### config.mk
export PLATFORM = sky130hd
export DESIGN_NAME = ide_cfg_port
export DESIGN_NICKNAME = d
export VERILOG_FILES = /design/src/rtl/idecfg_pkg.sv /design/src/rtl/idecfg_decode.sv /design/src/rtl/idecfg_regs.sv /design/src/rtl/ide_cfg_port.sv
export SDC_FILE = /design/constraint.sdc
export NUM_CORES = 1
export LEC_CHECK = 0
export ABC_AREA = 1
export CAP_MARGIN = 20
export CORE_ASPECT_RATIO = 0.8
export CORE_MARGIN = 2
export CORE_UTILIZATION = 50
export DETAILED_ROUTE_END_ITERATION = 10
export DONT_BUFFER_PORTS = 1
export GPL_ROUTABILITY_DRIVEN = 0
export PLACE_DENSITY = 0.63
export SYNTH_ARGS = -nofsm -noshare
export SYNTH_HDL_FRONTEND = slang
export SYNTH_SLANG_ARGS = --single-unit
### constraint.sdc
create_clock -name clk -period 6.9 [get_ports clk]
set_input_delay 0.345 -clock clk [delete_from_list [all_inputs] [get_ports clk]]
set_output_delay 0.345 -clock clk [all_outputs]
set_load 0.005 [all_outputs]
### src/rtl/idecfg_pkg.sv
package idecfg_pkg;

    localparam int NUM_DRIVES = 4;
    localparam logic [7:0] OFF_CFG     = 8'h50;
    localparam logic [7:0] OFF_TIM_LO  = 8'h51;
    localparam logic [7:0] OFF_TIM_HI  = 8'h59;
    localparam logic [7:0] OFF_SCRATCH = 8'h5B;
    localparam int TIM_CNT = int'(OFF_TIM_HI - OFF_TIM_LO) + 1;

    typedef struct packed {
        logic       hit;
        logic       wr;
        logic       rd;
        logic [7:0] off;
    } acc_t;

    function automatic logic [7:0] id_byte(input logic [1:0] i);
        case (i)
            2'd0:    return 8'h95;
            2'd1:    return 8'h10;
            2'd2:    return 8'h40;
            default: return 8'h06;
        endcase
    endfunction

endpackage

### src/rtl/idecfg_decode.sv
module idecfg_decode
    import idecfg_pkg::*;
#(
    parameter logic [4:0]  DEV_NUM    = 5'd3,
    parameter logic [15:0] LB_BASE_HI = 16'h0178,
    parameter logic [15:0] LB_BASE_LO = 16'h0078
) (
    input  logic        clk,
    input  logic        rst_n,
    input  logic        strap_alt_base,
    input  logic [15:0] io_addr,
    input  logic        io_wr,
    input  logic        io_rd,
    input  logic        io_dword,
    input  logic [31:0] io_wdata,
    output acc_t        acc_o
);

    localparam logic [15:0] PCI_ADDR_PORT = 16'h0CF8;
    localparam logic [13:0] PCI_DATA_DW   = 14'(16'h0CFC >> 2);
    localparam logic [12:0] PCI_PORTS_QW  = 13'(16'h0CF8 >> 3);
    localparam logic [3:0]  M2_TOP        = 4'hC;

    typedef struct packed {
        logic [7:0]  index;
        logic [31:0] m1addr;
        logic [7:0]  key;
    } dec_st_t;

    dec_st_t st_d, st_q;
    acc_t    acc_d;
    logic [15:0] lb_base;
    logic        at_addr_port, in_data_port, in_pci_ports, in_m2_win, m1_open;

    always_comb begin
        st_d    = st_q;
        acc_d   = '0;
        lb_base = strap_alt_base ? LB_BASE_LO : LB_BASE_HI;
        at_addr_port = (io_addr == PCI_ADDR_PORT);
        in_data_port = (io_addr[15:2] == PCI_DATA_DW);
        in_pci_ports = (io_addr[15:3] == PCI_PORTS_QW);
        in_m2_win    = (io_addr[15:12] == M2_TOP) && (io_addr[11:8] == DEV_NUM[3:0]);
        m1_open      = st_q.m1addr[31] && (st_q.m1addr[15:11] == DEV_NUM);

        if (io_wr && io_dword && at_addr_port)
            st_d.m1addr = io_wdata;
        if (io_wr && !io_dword) begin
            if (io_addr == lb_base)
                st_d.index = io_wdata[7:0];
            if (at_addr_port)
                st_d.key = io_wdata[7:0];
        end

        if (!io_dword) begin
            if (io_addr == lb_base + 16'd4) begin
                acc_d.hit = 1'b1;
                acc_d.off = st_q.index;
            end else if (in_data_port && m1_open) begin
                acc_d.hit = 1'b1;
                acc_d.off = {st_q.m1addr[7:2], io_addr[1:0]};
            end else if (!in_pci_ports && in_m2_win && st_q.key[4]) begin
                acc_d.hit = 1'b1;
                acc_d.off = io_addr[7:0];
            end
        end
        acc_d.wr = acc_d.hit && io_wr;
        acc_d.rd = acc_d.hit && io_rd;
    end

    always_ff @(posedge clk or negedge rst_n) begin
        if (!rst_n) st_q <= '0;
        else        st_q <= st_d;
    end

    assign acc_o = acc_d;

    // a byte write to the local-bus base port loads the index
    p_index_load_r3: assert property (@(posedge clk) disable iff (!rst_n)
        (io_wr && !io_dword && io_addr == (strap_alt_base ? LB_BASE_LO : LB_BASE_HI))
        |=> st_q.index == $past(io_wdata[7:0]));

    // a dword write to the address port loads the mechanism 1 address
    p_m1_latch_r4: assert property (@(posedge clk) disable iff (!rst_n)
        (io_wr && io_dword && io_addr == PCI_ADDR_PORT) |=> st_q.m1addr == $past(io_wdata));

    // dword cycles never reach the register file
    p_dword_nohit_r6: assert property (@(posedge clk) disable iff (!rst_n)
        io_dword |-> !acc_o.hit);

endmodule

### src/rtl/idecfg_regs.sv
module idecfg_regs
    import idecfg_pkg::*;
#(
    parameter logic [1:0] REV = 2'd2
) (
    input  logic        clk,
    input  logic        rst_n,
    input  acc_t        acc_i,
    input  logic [7:0]  wdata_i,
    input  logic        strap_i,
    output logic [7:0]  rd_byte_o,
    output logic [NUM_DRIVES-1:0]   pf_dis_o,
    output logic                    sec_en_o,
    output logic [7:0]              cmd_tim_o,
    output logic [7:0]              burst_o,
    output logic [2*NUM_DRIVES-1:0] setup_o,
    output logic [4*NUM_DRIVES-1:0] active_o,
    output logic [4*NUM_DRIVES-1:0] recov_o
);

    localparam int IDX_W = $clog2(TIM_CNT);

    typedef struct packed {
        logic [TIM_CNT-1:0][7:0] tim;
        logic [7:0]              scratch;
    } reg_st_t;

    reg_st_t st_d, st_q;
    logic    in_tim, wr_able;
    logic [IDX_W-1:0] tidx;

    always_comb begin
        st_d    = st_q;
        in_tim  = (acc_i.off >= OFF_TIM_LO) && (acc_i.off <= OFF_TIM_HI);
        wr_able = in_tim || (acc_i.off == OFF_SCRATCH);
        tidx    = IDX_W'(acc_i.off - OFF_TIM_LO);

        if (acc_i.wr && in_tim)
            st_d.tim[tidx] = wdata_i;
        if (acc_i.wr && acc_i.off == OFF_SCRATCH)
            st_d.scratch = wdata_i;

        if (acc_i.off < 8'h04)
            rd_byte_o = id_byte(acc_i.off[1:0]);
        else if (acc_i.off == OFF_CFG)
            rd_byte_o = {2'b00, strap_i, 3'b000, REV};
        else if (in_tim)
            rd_byte_o = st_q.tim[tidx];
        else if (acc_i.off == OFF_SCRATCH)
            rd_byte_o = st_q.scratch;
        else
            rd_byte_o = 8'h00;
    end

    always_ff @(posedge clk or negedge rst_n) begin
        if (!rst_n) st_q <= '0;
        else        st_q <= st_d;
    end

    for (genvar d = 0; d < NUM_DRIVES; d++) begin : g_drv
        localparam int GRP    = (d < 2) ? d : 2;
        localparam int AS_IDX = 2 + 2 * GRP;
        localparam int RW_IDX = AS_IDX + 1;
        localparam int PF_IDX = (d < 2) ? 0 : 6;
        localparam int PF_BIT = (d < 2) ? 6 + d : d;
        assign setup_o[2*d +: 2]  = st_q.tim[AS_IDX][7:6];
        assign active_o[4*d +: 4] = st_q.tim[RW_IDX][7:4];
        assign recov_o[4*d +: 4]  = st_q.tim[RW_IDX][3:0];
        assign pf_dis_o[d]        = st_q.tim[PF_IDX][PF_BIT];
    end

    assign sec_en_o  = st_q.tim[0][3];
    assign cmd_tim_o = st_q.tim[1];
    assign burst_o   = st_q.tim[TIM_CNT-1];

    // a control write lands on the drive 0/1 prefetch-disable outputs
    p_ctrl_pf_r8: assert property (@(posedge clk) disable iff (!rst_n)
        (acc_i.wr && acc_i.off == OFF_TIM_LO) |=> pf_dis_o[1:0] == $past(wdata_i[7:6]));

    // the scratch byte keeps the value last written
    p_scratch_keep_r7: assert property (@(posedge clk) disable iff (!rst_n)
        (acc_i.wr && acc_i.off == OFF_SCRATCH) |=> st_q.scratch == $past(wdata_i));

    // writes outside the writable set change no storage
    p_ignore_write_r10: assert property (@(posedge clk) disable iff (!rst_n)
        (acc_i.wr && !((acc_i.off >= OFF_TIM_LO && acc_i.off <= OFF_TIM_HI)
                       || acc_i.off == OFF_SCRATCH)) |=> $stable(st_q));

endmodule

### src/rtl/ide_cfg_port.sv
module ide_cfg_port
    import idecfg_pkg::*;
#(
    parameter logic [4:0] DEV_NUM = 5'd3,
    parameter logic [1:0] REV     = 2'd2
) (
    input  logic        clk,
    input  logic        rst_n,
    input  logic        strap_alt_base,
    input  logic [15:0] io_addr,
    input  logic        io_wr,
    input  logic        io_rd,
    input  logic        io_dword,
    input  logic [31:0] io_wdata,
    output logic [7:0]  io_rdata,
    output logic [3:0]  pf_dis_o,
    output logic        sec_chan_en_o,
    output logic [7:0]  cmd_timing_o,
    output logic [7:0]  burst_o,
    output logic [7:0]  drv_setup_o,
    output logic [15:0] drv_active_o,
    output logic [15:0] drv_recov_o
);

    acc_t       acc;
    logic [7:0] rd_byte;
    logic [7:0] rdata_d, rdata_q;

    idecfg_decode #(.DEV_NUM(DEV_NUM)) u_decode (
        .clk            (clk),
        .rst_n          (rst_n),
        .strap_alt_base (strap_alt_base),
        .io_addr        (io_addr),
        .io_wr          (io_wr),
        .io_rd          (io_rd),
        .io_dword       (io_dword),
        .io_wdata       (io_wdata),
        .acc_o          (acc)
    );

    idecfg_regs #(.REV(REV)) u_regs (
        .clk       (clk),
        .rst_n     (rst_n),
        .acc_i     (acc),
        .wdata_i   (io_wdata[7:0]),
        .strap_i   (strap_alt_base),
        .rd_byte_o (rd_byte),
        .pf_dis_o  (pf_dis_o),
        .sec_en_o  (sec_chan_en_o),
        .cmd_tim_o (cmd_timing_o),
        .burst_o   (burst_o),
        .setup_o   (drv_setup_o),
        .active_o  (drv_active_o),
        .recov_o   (drv_recov_o)
    );

    always_comb begin
        rdata_d = rdata_q;
        if (io_rd)
            rdata_d = acc.hit ? rd_byte : 8'hFF;
    end

    always_ff @(posedge clk or negedge rst_n) begin
        if (!rst_n) rdata_q <= 8'h00;
        else        rdata_q <= rdata_d;
    end

    assign io_rdata = rdata_q;

    // read data holds when no read strobe is given
    p_rdata_hold_r11: assert property (@(posedge clk) disable iff (!rst_n)
        !io_rd |=> $stable(io_rdata));

    // a dword read returns all ones
    p_dword_read_r6: assert property (@(posedge clk) disable iff (!rst_n)
        (io_rd && io_dword) |=> io_rdata == 8'hFF);

    // identification offsets return their constants
    p_id_read_r1: assert property (@(posedge clk) disable iff (!rst_n)
        (acc.rd && acc.off < 8'h04) |=> io_rdata == id_byte($past(acc.off[1:0])));

    // configuration byte carries a nonzero revision and the strap
    p_cfg_read_r2: assert property (@(posedge clk) disable iff (!rst_n)
        (acc.rd && acc.off == OFF_CFG)
        |=> (io_rdata[1:0] != 2'b00) && (io_rdata[5] == $past(strap_alt_base)));

endmodule

=== Word level (Yosys, flattened, before mapping) ===
Cells that the tools add are included.

* Flip-flop bits (word level): 133
* Word-level logic and storage cells: 71

* $add $sub $neg: 2
* Order comparisons: 5
* Equality and inequality tests: 12
* Multiplexer cells: 20
* Reductions and logical operators: 18

{| class="wikitable"
|+ Operators by type and width
! cell !! count
|-
| 8-bit two-way mux || 11
|-
| 72-bit bitwise mux || 1
|-
| 8-bit binary-select mux with 4-bit select || 1
|-
| 8-bit demux with 4-bit select || 1
|-
| 16-bit == test || 2
|-
| 8-bit case mux with 3 select lines || 1
|-
| 16-bit by 3-bit adder with 16-bit output (second input constant) || 1
|-
| 16-bit by 12-bit == test with 1-bit output (second input constant) || 1
|-
| 8-bit by 7-bit == test with 1-bit output (second input constant) || 2
|-
| 14-bit by 10-bit == test with 1-bit output (second input constant) || 1
|-
| 13-bit by 9-bit == test with 1-bit output (second input constant) || 1
|-
| 1-bit logical AND || 13
|-
| 9-bit two-way mux || 1
|-
| 8-bit by 7-bit greater-or-equal comparator with 1-bit output (second input constant) || 1
|-
| 8-bit by 7-bit less-or-equal comparator with 1-bit output (second input constant) || 1
|-
| 8-bit by 3-bit < comparator with 1-bit output (second input constant) || 1
|-
| 5-bit by 2-bit == test with 1-bit output (second input constant) || 1
|-
| 4-bit by 5-bit < comparator with 1-bit output (second input constant) || 1
|-
| 4-bit by 2-bit == test with 1-bit output (second input constant) || 1
|-
| 4-bit == test (second input constant) || 1
|-
| 4-bit by 1-bit greater-or-equal comparator with 1-bit output (second input constant) || 1
|-
| 1-bit two-way mux || 4
|-
| 2-bit AND reduction || 2
|-
| 4-bit by 1-bit subtractor with 4-bit output (second input constant) || 1
|-
| 4 further kinds || 5
|}

=== Longest topological paths before layout ===
* Word-level depth: 15
* Mapped depth: 22
* Mapped depth without buffers: 21

=== By module ===
Synthesis repeated with hierarchy kept, for this count alone.

* Cells, all modules: 907
* Area total of the unflattened synthesis: 6625.1 um^2

{| class="wikitable"
|+ By module, submodules not included
! module !! instances !! cells an instance !! area an instance (um^2)
|-
| idecfg_regs || 1 || 659 || 4859.7
|-
| idecfg_decode || 1 || 197 || 1395.1
|-
| ide_cfg_port || 1 || 51 || 370.4
|}

=== Worst setup path after synthesis ===
No wires, ideal clock.

* Path kind: input to register
* Start point: input port io_addr[8]
* End point: register rdata_q[4] (netlist: io_rdata[4])
* Library setup time: 122 ps
* Data arrival time: 2770 ps
* Data required time: 6778 ps
* Setup slack: 4008 ps
* Stages on the path: 18
* Path buffers: 3
* Cell sequence: nor2_1 inv_1 nor2_1 nand3_2 nand3_1 nand2_1 nor2_1 buf_2 ha_1 clkbuf_1 clkbuf_1 o211ai_1 nand2_1 nand2_1 nand3_1 nand2_1 nand2_1 a21oi_1

* Cells in the longest elaborated chain, start to end: 15
* Elaborated cells between the ends (all ways): 35

{| class="wikitable"
|+ Ends and longest elaborated chain
! what !! RTL line !! text
|-
| start, declared || ide_cfg_port.sv:10 || <nowiki>input logic [15:0] io_addr,</nowiki>
|-
| 13-bit by 9-bit == test with 1-bit output / 4-bit by 2-bit == test with 1-bit output (equally long branches) || idecfg_decode.sv:41, idecfg_decode.sv:42 ||
|-
| 1-bit logical NOT / 1-bit logical AND (equally long branches) || idecfg_decode.sv:61, idecfg_decode.sv:42 ||
|-
| 1-bit logical AND (2 in series) || idecfg_decode.sv:61 || <nowiki>end else if (!in_pci_ports && in_m2_win && st_q.key[4]) begin</nowiki>
|-
| 8-bit two-way mux || idecfg_decode.sv:61 ||
|-
| 8-bit two-way mux || idecfg_decode.sv:58 || <nowiki>end else if (in_data_port && m1_open) begin</nowiki>
|-
| 8-bit two-way mux || idecfg_decode.sv:55 || <nowiki>if (io_addr == lb_base + 16'd4) begin</nowiki>
|-
| 8-bit two-way mux || idecfg_decode.sv:54 || <nowiki>if (!io_dword) begin</nowiki>
|-
| 4-bit by 1-bit subtractor with 4-bit output || idecfg_regs.sv:36 || <nowiki>tidx = IDX_W'(acc_i.off - OFF_TIM_LO);</nowiki>
|-
| 8-bit binary-select mux with 4-bit select || idecfg_regs.sv:48 || <nowiki>rd_byte_o = st_q.tim[tidx];</nowiki>
|-
| 8-bit two-way mux (implied by the code) || idecfg_regs.sv:48 ||
|-
| 8-bit two-way mux || idecfg_regs.sv:47 || <nowiki>else if (in_tim)</nowiki>
|-
| 8-bit two-way mux || idecfg_regs.sv:45 || <nowiki>else if (acc_i.off == OFF_CFG)</nowiki>
|-
| 8-bit two-way mux || idecfg_regs.sv:43 || <nowiki>if (acc_i.off < 8'h04)</nowiki>
|-
| 8-bit two-way mux (*) || ide_cfg_port.sv:60 || <nowiki>rdata_d = acc.hit ? rd_byte : 8'hFF;</nowiki>
|-
| end signal, assigned || ide_cfg_port.sv:65 || <nowiki>else rdata_q <= rdata_d;</nowiki>
|-
| end, declared || ide_cfg_port.sv:27 || <nowiki>logic [7:0] rdata_d, rdata_q;</nowiki>
|}

Every way passes the cells marked *; elsewhere a longest branch is shown, timed or not. The select of a mux whose other input is x is not followed.
A chain may end at the register's enable or synchronous reset.

=== Worst setup path after layout ===
* Start point: register u_decode.st_q[21] (netlist bit)
* End point: register rdata_q[6] (netlist: io_rdata[6])

* Cells in the longest elaborated chain, start to end: 13
* Elaborated cells between the ends (all ways): 27

{| class="wikitable"
|+ Ends and longest elaborated chain
! what !! RTL line !! text
|-
| start, declared || idecfg_decode.sv:30 || <nowiki>dec_st_t st_d, st_q;</nowiki>
|-
| start signal, assigned || idecfg_decode.sv:72 || <nowiki>else st_q <= st_d;</nowiki>
|-
| 5-bit by 2-bit == test with 1-bit output (*) || idecfg_decode.sv:43 || <nowiki>m1_open = st_q.m1addr[31] && (st_q.m1addr[15:11] == DEV_NUM);</nowiki>
|-
| 1-bit logical AND (*) || idecfg_decode.sv:43 ||
|-
| 1-bit logical AND (*) || idecfg_decode.sv:58 ||
|-
| 8-bit two-way mux || idecfg_decode.sv:58 ||
|-
| 8-bit two-way mux || idecfg_decode.sv:55 ||
|-
| 8-bit two-way mux || idecfg_decode.sv:54 ||
|-
| 4-bit by 1-bit subtractor with 4-bit output || idecfg_regs.sv:36 ||
|-
| 8-bit binary-select mux with 4-bit select || idecfg_regs.sv:48 ||
|-
| 8-bit two-way mux (implied by the code) || idecfg_regs.sv:48 ||
|-
| 8-bit two-way mux || idecfg_regs.sv:47 ||
|-
| 8-bit two-way mux || idecfg_regs.sv:45 ||
|-
| 8-bit two-way mux || idecfg_regs.sv:43 ||
|-
| 8-bit two-way mux (*) || ide_cfg_port.sv:60 ||
|}

Marks and branches as above.

==> summary.md <==
| Metric | Value |
|---|---|
| Placed cell count | `1003` |
| Final Skew | `0.0106 ns` |
| Leakage power total | `0.00337 uW` |
| Xor/xnor cell area share of the yosys netlist | `0.133%` |
| Fraction of layout cells with a size suffix above 1 | `6.38%` |
| Number of global-route vias before repair | `5415` |
| Adder-cell share of the synthesized area | `1.33%` |
| Syn nets | `981` |
| Max clock buf depth | `2` |
| DR WL met2 | `7.66 mm` |
| Final net count | `902` |
| Power per unit of standard cell area | `181 nW/um^2` |
| Number of flops mapped to enable cells by yosys | `0` |
| Area growth, synth to finish | `-0.114%` |
| Area occupied by multi-input gates | `2930 sq um` |
| Synth warnings | `0` |
| Max capacitance violation total | `0` |
| Mux share of post-synthesis cell area | `1.02%` |
| R2R setup slack | `2.50 ns` |
| Non-filler instance count after layout | `1021` |
| Clock latency of the later-clocked register in the worst-skew pair | `0.35 ns` |
| Leading register cell type out of synthesis | `dfrtp_1` |
| Result of the run | `completed` |
| Final antenna diode count | `0` |
| Post-CTS clock slew at the launch and capture registers of the worst setup and hold paths | `0.08 ns` |
| Worst setup margin | `2.50 ns` |
| Power Total | `1190 uW` |
| Detailed-route via count | `5644` |
| Setup_tns | `0 ns` |
| Worst-margin pin slew | `0.844 ns` |
| Wire length of the first global-routing pass | `28.8 mm` |
| Crit path top cell by count | `nor2_1` |
| Sequential share of the synthesized area | `41.3%` |
| First-pass DRT Iterations | `5` |
| Critical path fanouts, max | `26` |
| TritonCTS clock tree | `done` |
| Routed Wire Length | `18.0 mm` |
| Buffers inserted during post-CTS setup optimization | `0` |
| Worst min-delay path startpoint | `io_wdata[2]` |
| Slowest stage cell, crit path | `ha_1` |
| Destination of the worst hold path | `u_regs.recov_o[2]$_DFFE_PN0P_` |
| Sequential cell area | `2730 sq um` |
| Category of the most critical setup path | `register to register` |
| Start point of the critical path | `u_decode.st_q[21]$_DFFE_PN0P_` |
| Number of buffers created by CTS | `9` |
| Period utilization | `63.8%` |
| Worst IR drop on VDD | `0.000125 V` |
| TritonCTS Sinks | `109` |
| Launching point of the worst reg2reg path | `u_decode.st_q[21]$_DFFE_PN0P_` |
| Dominant combinational cell family by area after synthesis | `simple AND/OR/NAND/NOR gates` |
| Post-Syn Area per Cell | `7.17 sq um` |
| Hold path cells | `2` |
| CP Capture Type | `register` |
| Maximum clock frequency | `227 MHz` |
| Count of filler cells inserted in the layout | `1282` |
| DRC viols | `0` |
| Slew Limit Fails | `0` |
| Area share of and/or/nand/nor cells after synthesis | `28.6%` |
| Count of port buffers added during placement | `0` |
| Share of the synthesized area in compound gates (AO/OA/AOI/OAI) | `13.3%` |
| Post-layout util | `51.2%` |
| Crit path required time | `7.18 ns` |
| Post-route met1 wirelength | `8.50 mm` |
| Data arrival time at the worst-slack endpoint | `4.68 ns` |
| Placement Setup Slack | `2.64 ns` |
| Relative slew slack | `43.7%` |
| Estimated wirelength of the detail-placed design | `12.9 mm` |
| Number of placement rows | `37` |
| Peak per-stage delay on the critical path | `0.76 ns` |
| Wire per inst | `17.6 microns` |
| Setup repair after global routing missed its margin | `no` |
| Critical-path cell list | `nor2_1 -> nand2_1 -> nor2_1 -> nand3_2 -> nand3_1 -> nand2_1 -> nor2_1 -> buf_4 -> ha_1 -> inv_1 -> a21oi_1 -> o21ai_0 -> a21oi_1 -> nor2_1 -> nand3_1 -> nand2_1 -> a21oi_1` |
| Horizontal die dimension | `132 microns` |
| Global route overflow | `0` |
| Async set-or-reset flop fraction in the synthesized netlist | `100%` |
| Highest Signal Layer | `met4` |
| Clock tree root buffer cell | `clkbuf_16` |
| R2R Path End | `io_rdata[6]$_DFFE_PN0P_` |
| Path class of the lowest-slack min-delay path | `input pin to register` |
| Cell area after technology mapping | `6600 sq um` |
| Top-level I/O count | `123` |
| Number of antenna violations at the first check in global routing | `0` |
| Final setup viols | `0` |
| WL met3 | `1.70 mm` |
| DRC violation total after the first TritonRoute iteration | `508` |
| Starting utilization of the core area | `51.3%` |
| Antenna Nets Post-Route | `0` |
| GRT Overall Usage | `26.1%` |
| Htree depth | `3` |
| Cell variety after synth | `36` |
| Height of the die | `107 microns` |
| Total die area | `14100 sq um` |
| Largest net degree at the start of global routing | `110` |
| Post-synthesis instance total | `920` |
| Category of the worst setup path launch point | `register` |
| Final Hold Vio Count | `0` |
| Per-cell via count in the routed design | `5.53` |
| Yosys reg bits | `109` |
| Final Critical Period | `4.40 ns` |
| Path depth of the worst reg2reg path | `17` |
| Placeable Area | `12900 sq um` |
==> per-stage QoR <==
step	hold WS [ns]	area, sq um
2_1_floorplan	0.0494	6600
3_3_place_gp	0.0531	6220
3_5_place_dp	0.0543	6250
4_1_cts	0.0938	6590
5_1_grt	0.0957	6590
6_report	0.103	6590
==> what timing repair did <==
action	4_1_cts	5_1_grt
hold buffers	2	0
gates resized for setup	0	0
hold endpoints to repair	109	0
==> synth_stat cells (2+ instances only) <==
library cell,number,area [sq um]
inv_1,83,312
nand2_1,299,1120
nor2_1,54,203
dfrtp_1,109,2730
o21ai_0,117,586
nor3_1,3,15.0
nand4_1,15,93.8
or2_2,2,12.5
a21oi_1,34,170
nor2_4,4,45.0
nand3b_1,3,22.5
inv_2,2,7.51
buf_6,2,22.5
buf_2,6,30.0
o211ai_1,5,37.5
mux2_2,6,67.6
o21ai_1,9,45.0
nand2_2,5,31.3
buf_4,62,465
nand3_1,45,225
nor4_1,2,12.5
nand3_2,2,20.0
nor2_2,9,56.3
ha_1,7,87.6
buf_1,2,7.51
clkbuf_1,23,86.3
==> cells in the final DEF, fill, tap and decap left out, drive strengths merged <==
cell         synthesis  final
clkinv               1      3
xor2                 1      1
clkinvlp             0      1
nand4               15     15
a21boi               1      1
o211ai               5      5
mux2                 6      6
o21ai              126    126
nand3               47     47
dfrtp              109    109
or2                  2      2
inv                 85     89
ha                   7      7
nand2              305    305
clkbuf              24      9
nand3b               3      3
o221ai               1      1
nor3                 3      3
dlygate4sd3          0      1
nor2                68     68
buf                 72      5
a21oi               35     35
nor4                 2      2
o21bai               1      1
a211oi               1      1
==> worst max-delay path by stage <==
stage | end | slack [ns] | depth (start not counted)
detailed placement | io_rdata[6]$_DFFE_PN0P_ | 2.64 | 18
finish | io_rdata[6]$_DFFE_PN0P_ | 2.50 | 17
floorplan | io_rdata[4]$_DFFE_PN0P_ | 4.01 | 18
global route | io_rdata[6]$_DFFE_PN0P_ | 2.14 | 17
global placement | u_regs.recov_o[9]$_DFFE_PN0P_ | 2.51 | 15
CTS | io_rdata[6]$_DFFE_PN0P_ | 2.64 | 17
==> cell type report <==
type	count	area share [%]
clock buffer	9	3.42
clock inverter	7	1.18
tap	175	3.32
timing repair buffer	6	1.33
sequential	109	41.4
inverter	86	4.90
multi-input combinational	629	44.5
==> kinds of logic (layout without fill, tap and decap cells) <==
family                   after synthesis  after routing
AO/OA/AOI/OAI                        170            170
XOR/XNOR                               1              1
adder cells (fa/ha/maj)                7              7
buffers and inverters                182            108
flip-flops                           109            109
multiplexers                           6              6
AND/OR/NAND/NOR                      445            445
==> report_power, final <==
| group | internal (uW) | total, uW | switching, uW |
|---|---|---|---|
| Combinational | 6.10 | 28.6 | 22.5 |
| Sequential | 638 | 638 | 0.0186 |
| Clock | 258 | 526 | 267 |
| Total | 902 | 1190 | 290 |
==> flip-flops by register name, summed over array words and instances, names as in the netlist, 4 cells and up <==
| register | count |
|---|---|
| u_regs.st_q | 29 |
| u_decode.st_q | 21 |
| u_regs.active_o | 12 |
| u_regs.recov_o | 12 |
| io_rdata | 8 |
| u_regs.burst_o | 8 |
| u_regs.cmd_tim_o | 8 |
| u_regs.setup_o | 6 |
| u_regs.pf_dis_o | 4 |
==> routing by layer <==
layer  vias up  track usage (%)
met2       240             38.9
met5         -                0
met4         0             4.99
met1      2667             38.3
met3        10             7.00
li1       2727                -
==> worst max-delay path: cells and delay by family (launching register included) <==
family	cells	cell delay [ns]
flip-flops	1	0.40
buffers and inverters	2	0.84
AO/OA/AOI/OAI	4	0.86
AND/OR/NAND/NOR	10	1.45
adder cells (fa/ha/maj)	1	0.76
Note: power is estimated with default switching activity, not from simulation.
